[src/rtl/dfsync_pkg.sv]
package dfsync_pkg;
  parameter int DATA_W = 32;
  parameter int TID_W  = 4;
  parameter int META_W = 4;

  typedef enum logic [1:0] {
    ST_EMPTY   = 2'd0,
    ST_PENDING = 2'd1,
    ST_WAITING = 2'd2,
    ST_FULL    = 2'd3
  } sync_st_e;

  typedef struct packed {
    sync_st_e            st;
    logic [DATA_W-1:0]   data;
    logic [TID_W-1:0]    head;
    logic [TID_W-1:0]    tail;
    logic [META_W-1:0]   meta;
  } cell_t;

  localparam logic [TID_W-1:0] TID_NONE = '1;

  function automatic cell_t cell_reset();
    cell_t c;
    c.st   = ST_EMPTY;
    c.data = '0;
    c.head = TID_NONE;
    c.tail = TID_NONE;
    c.meta = '0;
    return c;
  endfunction

  // An emptied or pending cell must not name a waiting thread.
  function automatic logic head_rule_broken(sync_st_e nst, logic [TID_W-1:0] nhead);
    return (nst == ST_EMPTY || nst == ST_PENDING) && (nhead != TID_NONE);
  endfunction

  // A waiting cell may not fall back to empty.
  function automatic logic unwait_broken(cell_t old, sync_st_e nst);
    return (old.st == ST_WAITING) && (nst == ST_EMPTY);
  endfunction

  // A pending load tag may only be touched by the memory return path.
  function automatic logic meta_broken(cell_t old, sync_st_e nst,
                                       logic [META_W-1:0] nmeta, logic from_mem);
    return (old.meta != '0) && !from_mem && (nst == ST_FULL || nmeta != old.meta);
  endfunction

  function automatic logic wake_needed(cell_t old, sync_st_e nst);
    return (old.st == ST_WAITING) && (old.head != TID_NONE) && (nst == ST_FULL);
  endfunction
endpackage

[src/rtl/dfsync_bank.sv]
module dfsync_bank
  import dfsync_pkg::*;
#(
  parameter int DEPTH = 16,
  parameter int NWP   = 2,
  parameter int NLK   = 3,
  parameter int IW    = 4,
  localparam int AW   = (DEPTH > 1) ? $clog2(DEPTH) : 1
) (
  input  logic                     clk,
  input  logic                     rst_n,
  input  logic [NWP-1:0]           we,
  input  logic [NWP-1:0][IW-1:0]   widx,
  input  cell_t [NWP-1:0]          wcell,
  input  logic [NLK-1:0][IW-1:0]   lk_idx,
  output cell_t [NLK-1:0]          lk_cell
);
  cell_t cur [DEPTH];

  for (genvar e = 0; e < DEPTH; e++) begin : g_ent
    cell_t q;
    always_ff @(posedge clk or negedge rst_n) begin
      if (!rst_n) begin
        q <= cell_reset();
      end else begin
        for (int p = 0; p < NWP; p++) begin
          if (we[p] && widx[p] == IW'(e)) q <= wcell[p];
        end
      end
    end
    assign cur[e] = q;
  end

  always_comb begin
    for (int l = 0; l < NLK; l++) begin
      if (int'(lk_idx[l]) < DEPTH) lk_cell[l] = cur[lk_idx[l][AW-1:0]];
      else                         lk_cell[l] = cell_reset();
    end
  end
endmodule

[src/rtl/dfsync_wcheck.sv]
module dfsync_wcheck
  import dfsync_pkg::*;
(
  input  logic              valid,
  input  logic              in_range,
  input  logic              dup,
  input  cell_t             old,
  input  sync_st_e          nst,
  input  logic [TID_W-1:0]  nhead,
  input  logic [META_W-1:0] nmeta,
  input  logic              from_mem,
  output logic              ev_range,
  output logic              ev_dup,
  output logic              ev_proto,
  output logic              want_wake,
  output logic              clear_to_write
);
  logic proto, live;

  always_comb begin
    proto = head_rule_broken(nst, nhead) ||
            (old.st != ST_FULL &&
             (unwait_broken(old, nst) || meta_broken(old, nst, nmeta, from_mem)));
    live           = valid && in_range && !dup;
    ev_range       = valid && !in_range;
    ev_dup         = valid && in_range && dup;
    ev_proto       = live && proto;
    clear_to_write = live && !proto;
    want_wake      = clear_to_write && wake_needed(old, nst);
  end
endmodule

[src/rtl/dfsync_regfile.sv]
module dfsync_regfile
  import dfsync_pkg::*;
#(
  parameter int INT_DEPTH = 16,
  parameter int FLT_DEPTH = 8,
  parameter int NWP       = 2,
  localparam int MAXD     = (INT_DEPTH > FLT_DEPTH) ? INT_DEPTH : FLT_DEPTH,
  localparam int IW       = (MAXD > 1) ? $clog2(MAXD) : 1
) (
  input  logic                          clk,
  input  logic                          rst_n,
  input  logic [NWP-1:0]                wr_valid,
  input  logic [NWP-1:0]                wr_bank,
  input  logic [NWP-1:0][IW-1:0]        wr_index,
  input  logic [NWP-1:0][1:0]           wr_state,
  input  logic [NWP-1:0][DATA_W-1:0]    wr_data,
  input  logic [NWP-1:0][TID_W-1:0]     wr_head,
  input  logic [NWP-1:0][TID_W-1:0]     wr_tail,
  input  logic [NWP-1:0][META_W-1:0]    wr_meta,
  input  logic [NWP-1:0]                wr_from_mem,
  output logic [NWP-1:0]                wr_accept,
  output logic                          wake_valid,
  input  logic                          wake_ready,
  output logic [TID_W-1:0]              wake_head,
  output logic [TID_W-1:0]              wake_tail,
  input  logic                          rd_bank,
  input  logic [IW-1:0]                 rd_index,
  output logic [1:0]                    rd_state,
  output logic [DATA_W-1:0]             rd_data,
  output logic [TID_W-1:0]              rd_head,
  output logic [TID_W-1:0]              rd_tail,
  output logic [META_W-1:0]             rd_meta,
  output logic                          err_range,
  output logic                          err_dup,
  output logic                          err_proto
);
  localparam int NLK = NWP + 1;
  localparam int GW  = (NWP > 1) ? $clog2(NWP) : 1;

  logic [NLK-1:0][IW-1:0] lk_idx;
  cell_t [NLK-1:0]        int_cell, flt_cell;
  cell_t [NWP-1:0]        new_cell;
  cell_t                  old_c [NWP];
  cell_t                  rd_cell;
  logic [NWP-1:0]         in_range, dup, int_we, flt_we;
  logic [NWP-1:0]         ev_range, ev_dup, ev_proto, want_wake, clear;
  logic                   grant_any;
  logic [GW-1:0]          grant;

  always_comb begin
    for (int p = 0; p < NWP; p++) lk_idx[p] = wr_index[p];
    lk_idx[NWP] = rd_index;
  end

  dfsync_bank #(.DEPTH(INT_DEPTH), .NWP(NWP), .NLK(NLK), .IW(IW)) u_int_bank (
    .clk(clk), .rst_n(rst_n), .we(int_we), .widx(wr_index), .wcell(new_cell),
    .lk_idx(lk_idx), .lk_cell(int_cell));

  dfsync_bank #(.DEPTH(FLT_DEPTH), .NWP(NWP), .NLK(NLK), .IW(IW)) u_flt_bank (
    .clk(clk), .rst_n(rst_n), .we(flt_we), .widx(wr_index), .wcell(new_cell),
    .lk_idx(lk_idx), .lk_cell(flt_cell));

  // Per-port address decode and same-cycle collision detection.
  always_comb begin
    dup = '0;
    for (int p = 0; p < NWP; p++) begin
      in_range[p] = wr_bank[p] ? (int'(wr_index[p]) < FLT_DEPTH)
                               : (int'(wr_index[p]) < INT_DEPTH);
      old_c[p]    = wr_bank[p] ? flt_cell[p] : int_cell[p];
      new_cell[p].st   = sync_st_e'(wr_state[p]);
      new_cell[p].data = wr_data[p];
      new_cell[p].head = wr_head[p];
      new_cell[p].tail = wr_tail[p];
      new_cell[p].meta = wr_meta[p];
      for (int q = 0; q < NWP; q++) begin
        if (q < p && wr_valid[q] && wr_bank[q] == wr_bank[p] && wr_index[q] == wr_index[p])
          dup[p] = 1'b1;
      end
    end
  end

  for (genvar p = 0; p < NWP; p++) begin : g_chk
    dfsync_wcheck u_chk (
      .valid(wr_valid[p]), .in_range(in_range[p]), .dup(dup[p]), .old(old_c[p]),
      .nst(sync_st_e'(wr_state[p])), .nhead(wr_head[p]), .nmeta(wr_meta[p]),
      .from_mem(wr_from_mem[p]), .ev_range(ev_range[p]), .ev_dup(ev_dup[p]),
      .ev_proto(ev_proto[p]), .want_wake(want_wake[p]), .clear_to_write(clear[p]));
  end

  // Lowest port needing a wake-up owns the single request.
  always_comb begin
    grant_any = 1'b0;
    grant     = '0;
    for (int p = 0; p < NWP; p++) begin
      if (want_wake[p] && !grant_any) begin
        grant_any = 1'b1;
        grant     = GW'(p);
      end
    end
    wake_valid = grant_any;
    wake_head  = old_c[grant].head;
    wake_tail  = old_c[grant].tail;
    for (int p = 0; p < NWP; p++) begin
      wr_accept[p] = clear[p] && (!want_wake[p] || (grant == GW'(p) && wake_ready));
      int_we[p]    = wr_accept[p] && !wr_bank[p];
      flt_we[p]    = wr_accept[p] &&  wr_bank[p];
    end
  end

  always_ff @(posedge clk or negedge rst_n) begin
    if (!rst_n) begin
      err_range <= 1'b0;
      err_dup   <= 1'b0;
      err_proto <= 1'b0;
    end else begin
      err_range <= err_range | (|ev_range);
      err_dup   <= err_dup   | (|ev_dup);
      err_proto <= err_proto | (|ev_proto);
    end
  end

  always_comb begin
    rd_cell  = rd_bank ? flt_cell[NWP] : int_cell[NWP];
    rd_state = rd_cell.st;
    rd_data  = rd_cell.data;
    rd_head  = rd_cell.head;
    rd_tail  = rd_cell.tail;
    rd_meta  = rd_cell.meta;
  end

  AST_ERR_STICKY: assert property (@(posedge clk) disable iff (!rst_n)
    1'b1 |=> (($past({err_range, err_dup, err_proto}) & ~{err_range, err_dup, err_proto}) == 3'b000));

  AST_WAKE_HAS_THREAD: assert property (@(posedge clk) disable iff (!rst_n)
    wake_valid |-> (wake_head != TID_NONE));

  AST_COMMIT_VISIBLE: assert property (@(posedge clk) disable iff (!rst_n)
    (wr_accept[0] && rd_bank == wr_bank[0] && rd_index == wr_index[0])
    |=> (!$stable({rd_bank, rd_index}) || rd_state == $past(wr_state[0])));

  for (genvar p = 0; p < NWP; p++) begin : g_ast
    AST_EMPTY_HEAD_NONE: assert property (@(posedge clk) disable iff (!rst_n)
      (wr_accept[p] && wr_state[p] <= 2'd1) |-> (wr_head[p] == TID_NONE));
    for (genvar q = p + 1; q < NWP; q++) begin : g_pair
      AST_NO_SHARED_COMMIT: assert property (@(posedge clk) disable iff (!rst_n)
        (wr_accept[p] && wr_accept[q]) |-> ({wr_bank[p], wr_index[p]} != {wr_bank[q], wr_index[q]}));
    end
  end
endmodule

[config.mk]
export PLATFORM = sky130hd
export DESIGN_NAME = dfsync_regfile
export DESIGN_NICKNAME = d
export VERILOG_FILES = /design/src/rtl/dfsync_pkg.sv /design/src/rtl/dfsync_bank.sv /design/src/rtl/dfsync_wcheck.sv /design/src/rtl/dfsync_regfile.sv
export SDC_FILE = /design/constraint.sdc
export NUM_CORES = 2
export LEC_CHECK = 0
export BUFFER_PORTS_ARGS = -buffer_cell sky130_fd_sc_hd__buf_2
export CELL_PAD_IN_SITES_DETAIL_PLACEMENT = 2
export CELL_PAD_IN_SITES_GLOBAL_PLACEMENT = 2
export CORE_UTILIZATION = 50
export DETAILED_ROUTE_END_ITERATION = 8
export PLACE_DENSITY_LB_ADDON = 0.1
export RECOVER_POWER = 100
export SYNTH_ARGS = -nofsm -noshare
export SYNTH_HDL_FRONTEND = slang
export SYNTH_SLANG_ARGS = --single-unit
[constraint.sdc]
create_clock -name clk -period 7.04 [get_ports clk]
set_clock_uncertainty 0.1 [all_clocks]
set_input_delay 0.704 -clock clk [delete_from_list [all_inputs] [get_ports clk]]
set_output_delay 0.704 -clock clk [all_outputs]
set_load 0.05 [all_outputs]
Word-level counts from Yosys, hierarchy flattened
Cells that the tools add are included.
{"block": "word_totals", "out_inout_bits": 60, "register_bits": 1107, "in_bits": 114, "elab_cells": 410}
{"block": "classes", "n_mux": 81, "bitwise": 11, "n_lt_le_gt_ge": 10, "n_reduce_logical": 139, "eq_ne": 46}
{"operator": "46-bit 2-to-1 mux", "n": 66}
{"operator": "46-bit binary-select mux with 4-bit select", "n": 3}
{"operator": "46-bit binary-select mux with 3-bit select", "n": 3}
{"operator": "1-bit logical AND", "n": 85}
{"operator": "4-bit == test (second input constant)", "n": 16}
{"operator": "2-bit nonzero test", "n": 24}
{"operator": "12-bit 2-to-1 mux", "n": 3}
{"operator": "4-bit by 3-bit == test with 1-bit output (second input constant)", "n": 8}
{"operator": "4-bit by 2-bit == test with 1-bit output (second input constant)", "n": 4}
{"operator": "4-bit != test (second input constant)", "n": 4}
{"operator": "5-bit greater-or-equal comparator (second input constant)", "n": 3}
{"operator": "4-bit inverter with 5-bit output", "n": 3}
{"operator": "4-bit greater-or-equal comparator (second input constant)", "n": 3}
{"operator": "1-bit zero test", "n": 12}
{"operator": "4-bit < comparator (second input constant)", "n": 3}
{"operator": "3-bit inverter with 4-bit output", "n": 3}
{"operator": "1-bit logical OR", "n": 10}
{"operator": "2-bit == test (second input constant)", "n": 4}
{"operator": "4-bit by 1-bit == test with 1-bit output (second input constant)", "n": 2}
{"operator": "4-bit zero test", "n": 2}
{"operator": "4-bit != test", "n": 2}
{"operator": "4-bit nonzero test", "n": 2}
{"operator": "1-bit 2-to-1 mux", "n": 6}
{"operator": "2-bit by 1-bit == test with 1-bit output (second input constant)", "n": 2}
{"operator": "9 further kinds", "n": 14}

Depth between registers and ports, before layout
{"block": "depth", "word_depth": 27, "ltp_mapped": 17, "ltp_nobuf": 10}

Hierarchy
Synthesis repeated with hierarchy kept, for this count alone.
{"block": "unflattened", "hier_cells": 8977, "area_unflattened_um2": 84123.2}
{"module": "dfsync_bank (u_int_bank)", "cells_each": 5630, "n_inst": 1, "area_each_um2": 53303.6}
{"module": "dfsync_bank (u_flt_bank)", "cells_each": 3114, "n_inst": 1, "area_each_um2": 28483.6}
{"module": "dfsync_regfile", "cells_each": 189, "n_inst": 1, "area_each_um2": 2003.2}
{"module": "dfsync_wcheck", "cells_each": 22, "n_inst": 2, "area_each_um2": 166.4}

Worst setup path after synthesis
Ideal clock, no wire load.
{"block": "synth_timing", "kind": "input to output", "from": "input wr_index[4] in the netlist's numbering", "to": "output wake_tail[0]", "path_buffers": 3, "slack_ns": 2.081, "t_required_ns": 6.236, "path_stages": 13, "t_arrival_ns": 4.155, "cell_sequence": "buf_6 > buf_6 > mux4_2 > mux2_2 > nand2_1 > o311ai_1 > xor2_1 > o41a_1 > a211oi_2 > and3_1 > clkbuf_1 > nand2_1 > mux2i_1"}
{"block": "synth_via", "elab_chain_len": 21, "elab_cells_between_ends": 41, "classes_between": "order compare (1); eq/ne (5); mux (14); bitwise (3); reduce/logical (18)"}
{"element": "from (decl)", "line": "dfsync_regfile.sv:14", "text": "input logic [NWP-1:0][IW-1:0] wr_index,"}
{"element": "3-bit inverter with 4-bit output (not written as such)", "line": "dfsync_bank.sv:36", "text": "if (int'(lk_idx[l]) < DEPTH) lk_cell[l] = cur[lk_idx[l][AW-1:0]];"}
{"element": "46-bit binary-select mux with 3-bit select", "line": "dfsync_bank.sv:36"}
{"element": "46-bit 2-to-1 mux (not written as such) (2 in series)", "line": "dfsync_bank.sv:36"}
{"element": "46-bit 2-to-1 mux", "line": "dfsync_bank.sv:36"}
{"element": "46-bit 2-to-1 mux", "line": "dfsync_regfile.sv:69", "text": "old_c[p] = wr_bank[p] ? flt_cell[p] : int_cell[p];"}
{"element": "4-bit != test / 4-bit nonzero test (equally long branches)", "line": "dfsync_pkg.sv:46", "text": "return (old.meta != '0) && !from_mem && (nst == ST_FULL || nmeta != old.meta);"}
{"element": "1-bit logical OR / 1-bit logical AND (equally long branches)", "line": "dfsync_pkg.sv:46"}
{"element": "1-bit logical AND", "line": "dfsync_pkg.sv:46"}
{"element": "[... 2 more ...]"}
{"element": "1-bit logical OR", "line": "dfsync_wcheck.sv:21", "text": "proto = head_rule_broken(nst, nhead) ||"}
{"element": "1-bit zero test", "line": "dfsync_wcheck.sv:28", "text": "clear_to_write = live && !proto;"}
{"element": "1-bit logical AND", "line": "dfsync_wcheck.sv:28"}
{"element": "1-bit logical AND", "line": "dfsync_wcheck.sv:29", "text": "want_wake = clear_to_write && wake_needed(old, nst);"}
{"element": "1-bit logical AND", "line": "dfsync_regfile.sv:95", "text": "if (want_wake[p] && !grant_any) begin"}
{"element": "1-bit 2-to-1 mux", "line": "dfsync_regfile.sv:95"}
{"element": "1-bit inverter with 2-bit output (not written as such)", "line": "dfsync_regfile.sv:102", "text": "wake_tail = old_c[grant].tail;"}
{"element": "12-bit 2-to-1 mux (not written as such) * (3 in series)", "line": "dfsync_regfile.sv:102"}
{"element": "to (decl)", "line": "dfsync_regfile.sv:25", "text": "output logic [TID_W-1:0] wake_tail,"}
Every way passes the cells marked *; elsewhere a longest branch is shown, timed or not. The select of a mux whose other input is x is not followed.

Worst setup path in the final report
{"block": "layout_timing", "from": "input wr_index[7] in the netlist's numbering", "to": "register u_flt_bank.g_ent[5].q, in the netlist u_flt_bank.cur[128]"}
{"block": "layout_via", "elab_chain_len": 23, "elab_cells_between_ends": 48, "classes_between": "order compare (1); eq/ne (6); mux (9); bitwise (2); reduce/logical (30)"}
{"element": "4-bit inverter with 5-bit output (not written as such)", "line": "dfsync_bank.sv:36"}
{"element": "46-bit binary-select mux with 4-bit select", "line": "dfsync_bank.sv:36"}
{"element": "46-bit 2-to-1 mux (not written as such) (2 in series)", "line": "dfsync_bank.sv:36"}
{"element": "46-bit 2-to-1 mux", "line": "dfsync_regfile.sv:69"}
{"element": "4-bit != test / 4-bit nonzero test (equally long branches)", "line": "dfsync_pkg.sv:46"}
{"element": "1-bit logical OR / 1-bit logical AND (equally long branches)", "line": "dfsync_pkg.sv:46"}
{"element": "1-bit logical AND", "line": "dfsync_pkg.sv:46"}
{"element": "1-bit logical OR", "line": "dfsync_wcheck.sv:23", "text": "(unwait_broken(old, nst) || meta_broken(old, nst, nmeta, from_mem)));"}
{"element": "[... 6 more ...]"}
{"element": "1-bit 2-to-1 mux", "line": "dfsync_regfile.sv:95"}
{"element": "1-bit inverter", "line": "dfsync_regfile.sv:104", "text": "wr_accept[p] = clear[p] && (!want_wake[p] || (grant == GW'(p) && wake_ready));"}
{"element": "1-bit logical AND", "line": "dfsync_regfile.sv:104"}
{"element": "1-bit logical OR", "line": "dfsync_regfile.sv:104"}
{"element": "1-bit logical AND", "line": "dfsync_regfile.sv:104"}
{"element": "1-bit logical AND", "line": "dfsync_regfile.sv:106", "text": "flt_we[p] = wr_accept[p] && wr_bank[p];"}
{"element": "1-bit logical AND", "line": "dfsync_bank.sv:27", "text": "if (we[p] && widx[p] == IW'(e)) q <= wcell[p];"}
{"element": "2-bit nonzero test (no source line)"}
{"element": "to (signal assigned)", "line": "dfsync_bank.sv:24", "text": "q <= cell_reset();"}
{"element": "to (signal assigned)", "line": "dfsync_bank.sv:27"}
{"element": "to (decl)", "line": "dfsync_bank.sv:21", "text": "cell_t q;"}
Parallel ways exist; a longest one is shown, timed or not. The select of a mux whose other input is x is not followed.
A chain may end at the register's enable or synchronous reset.

==> results.txt <==
- For this run, design rule violations remaining after detail routing come to 0.
- The H-tree was split into 4 levels.
- The worst-case IR drop observed on VDD is 0.000236 V.
* Nature of the critical path startpoint: input port
- In this run the cell area of the synthesized design comes to 70300 um2.
- During I/O placement, the number of pins put on the boundary was 174.
- Data on the critical path is required at its endpoint by 7.58 ns.
- A synthesized cell averages 14.2 um2.
- The worst path needs 6.91 ns of the cycle, external delays included.
- Power per standard cell area: 275 nW/um2
* Path category of the worst min-delay check: input port to register
- Remaining global-route overflow: 0
* Unique cell type count in the Yosys netlist: 71
- The clock passes through at most 3 buffers.
* Clock tree from TritonCTS: built
- After routing the design area is 76700 um2.
- Setup repair after global routing left no endpoint under its margin.
- Port buffering added 173 buffers.
- The initial utilization of the core area, before any placement, comes to 0.504.
- Entering global routing, the biggest net connects 164 pins.
* Share of cells above drive strength 1: 0.660
- Total clock sinks: 1107
- Placeable core area: 140000 um2
- Detailed placement finished with a half-perimeter wire length of 153000 um.
* Endpoints failing setup: 0
* Number of synthesis warnings: 0
* Top area cells in the synthesized netlist: sky130_fd_sc_hd__mux2_2, sky130_fd_sc_hd__dfrtp_1, sky130_fd_sc_hd__mux4_2, sky130_fd_sc_hd__dfstp_2, sky130_fd_sc_hd__mux2i_1
- The critical path is of the input port to register type.
* Total count of hold-check failures in the final report: 0
- The worst pin sits at a relative slew slack of -2.84.
- Routability congestion estimate: 0.868
- Detailed Route Iter0 Violations: 4649
- Post-placement cell area: 73100 um2
- Static leakage: 33.0 nW
- In the finished design, the share of the clock period the worst path needs comes to 0.982.
- Critical-path top delay cell: sky130_fd_sc_hd__clkbuf_2
* Detail-routed net length per standard cell: 41.1 um
- For the final routed database, the setup TNS stands at 0 ns.
* Number of resized instances in the post-cts repair step: 0
- Once the clock tree was built, the setup fixing pass inserted 0 buffers.
* Total track usage: 0.398
- Floorplan die area: 142000 um2
- Net total in the final layout: 4987
- Measured along the y axis, the die boundary spans 377 um.
* Number of clock buffers inserted by TritonCTS: 135
* Violations in the final reports: capacitance limit, slew limit
* Number of nets in the synthesized netlist: 5079
* Cell type contributing the most total cell area after synthesis: sky130_fd_sc_hd__mux2_2
* Vias in the first global route: 54100
- Avg Vias per Cell: 7.10
* Arrival time at the worst endpoint: 7.46 ns
* Vias after detailed routing: 48600
* Gate count of the mapped netlist: 4965
- Share of flip-flops with an asynchronous set or reset after synthesis: 1.00
- EDFF count, synth: 0
- Most common flop cell mapped by yosys: sky130_fd_sc_hd__dfrtp_1
- Number of iterations in the first detailed-routing pass: 5
* Max-cap violations: 16
- First-pass GRT wire length: 406000 um
- Number of standard-cell rows in the floorplan: 137
- At the pin with the least slew margin, the transition time is 5.75 ns.
- Maximum fanout encountered on the critical timing path: 34
* Total Wirelength: 281000 um
* Horizontal extent of the die: 377 um
- Sequential share of the synthesized area: 0.398
* Cell at the root of the clock tree: sky130_fd_sc_hd__clkbuf_16
* Run status: complete, but fails checks
- The number of pins with negative max-slew slack in the final report was 466.
- Cell occurring most often along the worst timing path: sky130_fd_sc_hd__clkbuf_1
* List of cells traversed by the critical path: clkbuf_1 > inv_1 > a221oi_1 > o311ai_0 > xor2_1 > o41a_1 > a211oi_2 > nand2_2 > clkbuf_1 > nor4b_1 > clkbuf_2 > mux2_2
- Clock-pin slew was measured on the worst setup and hold paths at 0.05 ns.
- Derived from the worst setup path, the maximum achievable clock frequency is 145 MHz.
* CP Capture Type: register
- After synthesis the netlist holds a flip-flop and latch count of 1107.
- Layout overhead on the synthesized area: 9.20%
- Measured on the finished design, the core utilization comes to 0.550.
* Antenna viol nets, final: 0
* Number of antenna violations at the first check in global routing: 18
- The share of synthesized area in the top cell type comes to 0.351.
- Skew-Pair Late Insertion Delay: 0.78 ns
- The largest single stage delay on the critical path is 1.32 ns.
flip-flops by register name, indices dropped and copies added, names as in the netlist:
name	flops
u_int_bank.cur	736
u_flt_bank.cur	368
err_dup	1
err_proto	1
err_range	1
path summary, 6_finish.rpt:
| path | slack [ns] | start | depth (start not counted) | to |
|---|---|---|---|---|
| worst max-delay path | 0.13 | wr_index[7] | 12 | u_flt_bank.cur[128] |
| worst min register to register | 0.37 | err_dup | 1 | err_dup |
| worst min-delay path | 0.10 | wr_valid[1] | 2 | err_dup |
| worst max register to register | 0.50 | u_int_bank.cur[416] | 11 | u_int_bank.cur[110] |
| max in group asynchronous | 1.00 | rst_n | 4 | u_int_bank.cur[390] |
| min in group asynchronous | 2.60 | rst_n | 2 | u_flt_bank.cur[48] |
synthesized netlist by cell type (3+ instances only):
cell and instances:
sky130_fd_sc_hd__mux2_2 2188, sky130_fd_sc_hd__dfrtp_1 915, sky130_fd_sc_hd__mux4_2 440, sky130_fd_sc_hd__clkbuf_1 252, sky130_fd_sc_hd__dfstp_2 192, sky130_fd_sc_hd__buf_2 180
sky130_fd_sc_hd__mux2i_1 151, sky130_fd_sc_hd__buf_1 92, sky130_fd_sc_hd__mux2_1 56, sky130_fd_sc_hd__o22ai_1 47, sky130_fd_sc_hd__nand2_1 45, sky130_fd_sc_hd__inv_1 44
sky130_fd_sc_hd__a21oi_1 33, sky130_fd_sc_hd__a22oi_1 31, sky130_fd_sc_hd__buf_4 31, sky130_fd_sc_hd__nor2b_1 25, sky130_fd_sc_hd__nor2_1 23, sky130_fd_sc_hd__nand3_1 18
sky130_fd_sc_hd__a211oi_1 16, sky130_fd_sc_hd__buf_6 16, sky130_fd_sc_hd__nor4_2 15, sky130_fd_sc_hd__a31oi_1 13, sky130_fd_sc_hd__o21ai_0 12, sky130_fd_sc_hd__nor4b_1 11
sky130_fd_sc_hd__nor4_4 10, sky130_fd_sc_hd__nand2b_1 9, sky130_fd_sc_hd__xor2_1 8, sky130_fd_sc_hd__or4_1 7, sky130_fd_sc_hd__nor3_4 6, sky130_fd_sc_hd__a221oi_1 5
sky130_fd_sc_hd__nor3_1 5, sky130_fd_sc_hd__xnor2_1 5, sky130_fd_sc_hd__and3_1 4, sky130_fd_sc_hd__nor4_1 4, sky130_fd_sc_hd__a22o_1 3, sky130_fd_sc_hd__and4_1 3
sky130_fd_sc_hd__nand4_1 3, sky130_fd_sc_hd__nand4b_1 3, sky130_fd_sc_hd__o2111ai_1 3, sky130_fd_sc_hd__or2_2 3, sky130_fd_sc_hd__or3_1 3
cell families after synthesis:
group                  count (synthesis)  share of synthesized area
multiplexers                        2835                      0.522
buffers and inverters                616                     0.0395
AO/OA/AOI/OAI                        193                     0.0190
XOR/XNOR                              13                    0.00162
AND/OR/NAND/NOR                      201                     0.0201
flip-flops                          1107                      0.398
routing by layer:
metal	up-vias	routed length [um]	GRT usage
met5	-	59	0
met4	10	15000	0.196
met3	828	20400	0.0711
met2	2431	132000	0.630
met1	26700	114000	0.528
li1	18700	-	-
power by group:
part | leakage, nW | switching, mW | total, mW | internal [mW]
logic | 16.8 | 2.33 | 5.33 | 3.00
clock network | 2.10 | 3.00 | 7.00 | 3.99
registers | 14.0 | 1.01 | 8.80 | 7.80
total | 33.0 | 6.34 | 21.1 | 14.8
through the flow:
stage	setup slack [ns]	hold WS [ns]	power, mW	cells
after global routing	0.238	0.114	21.8	6845
after detailed placement	0.688	0.359	14.0	6611
after global placement	0.786	0.349	13.5	6611
after floorplan	2.08	0.308	12.4	4965
after CTS	0.761	0.0738	21.2	6842
final	0.126	0.103	21.1	6847
area by class of cell:
class	instances	area [um2]
Fill cell	12500	62800
Multi-Input combinational cell	3242	39600
Sequential cell	1107	27900
Clock buffer	204	4050
Timing Repair Buffer	342	2420
Tap cell	1876	2350
Clock inverter	26	223
Inverter	45	169
Antenna cell	5	12.5
cell usage in the layout (no fill, tap or decap), types with 33 or more instances in the layout:
cell / Yosys / routed
sky130_fd_sc_hd__mux2_2: 2188 / 2142
sky130_fd_sc_hd__dfrtp_1: 915 / 915
sky130_fd_sc_hd__mux4_2: 440 / 440
sky130_fd_sc_hd__dfstp_2: 192 / 192
sky130_fd_sc_hd__mux2i_1: 151 / 151
sky130_fd_sc_hd__clkbuf_16: 0 / 142
sky130_fd_sc_hd__buf_2: 180 / 113
sky130_fd_sc_hd__clkbuf_1: 252 / 111
sky130_fd_sc_hd__mux2_1: 56 / 102
sky130_fd_sc_hd__buf_4: 31 / 82
sky130_fd_sc_hd__o22ai_1: 47 / 48
sky130_fd_sc_hd__nand2_1: 45 / 45
sky130_fd_sc_hd__inv_1: 44 / 44
sky130_fd_sc_hd__buf_12: 0 / 36
sky130_fd_sc_hd__a21oi_1: 33 / 33
what timing repair did:
action | in CTS | in global routing
hold buffers | 1 | 0
setup endpoints to repair | 0 | 0
endpoints found under the hold margin | 29 | 0
worst max-delay path, delay by kind of cell:
kind                   cells  cell delay, ns
AND/OR/NAND/NOR            2            1.04
multiplexers               1            0.45
buffers and inverters      4            3.61
XOR/XNOR                   1            0.21
AO/OA/AOI/OAI              4            1.35
(Power assumes the default switching activity.)
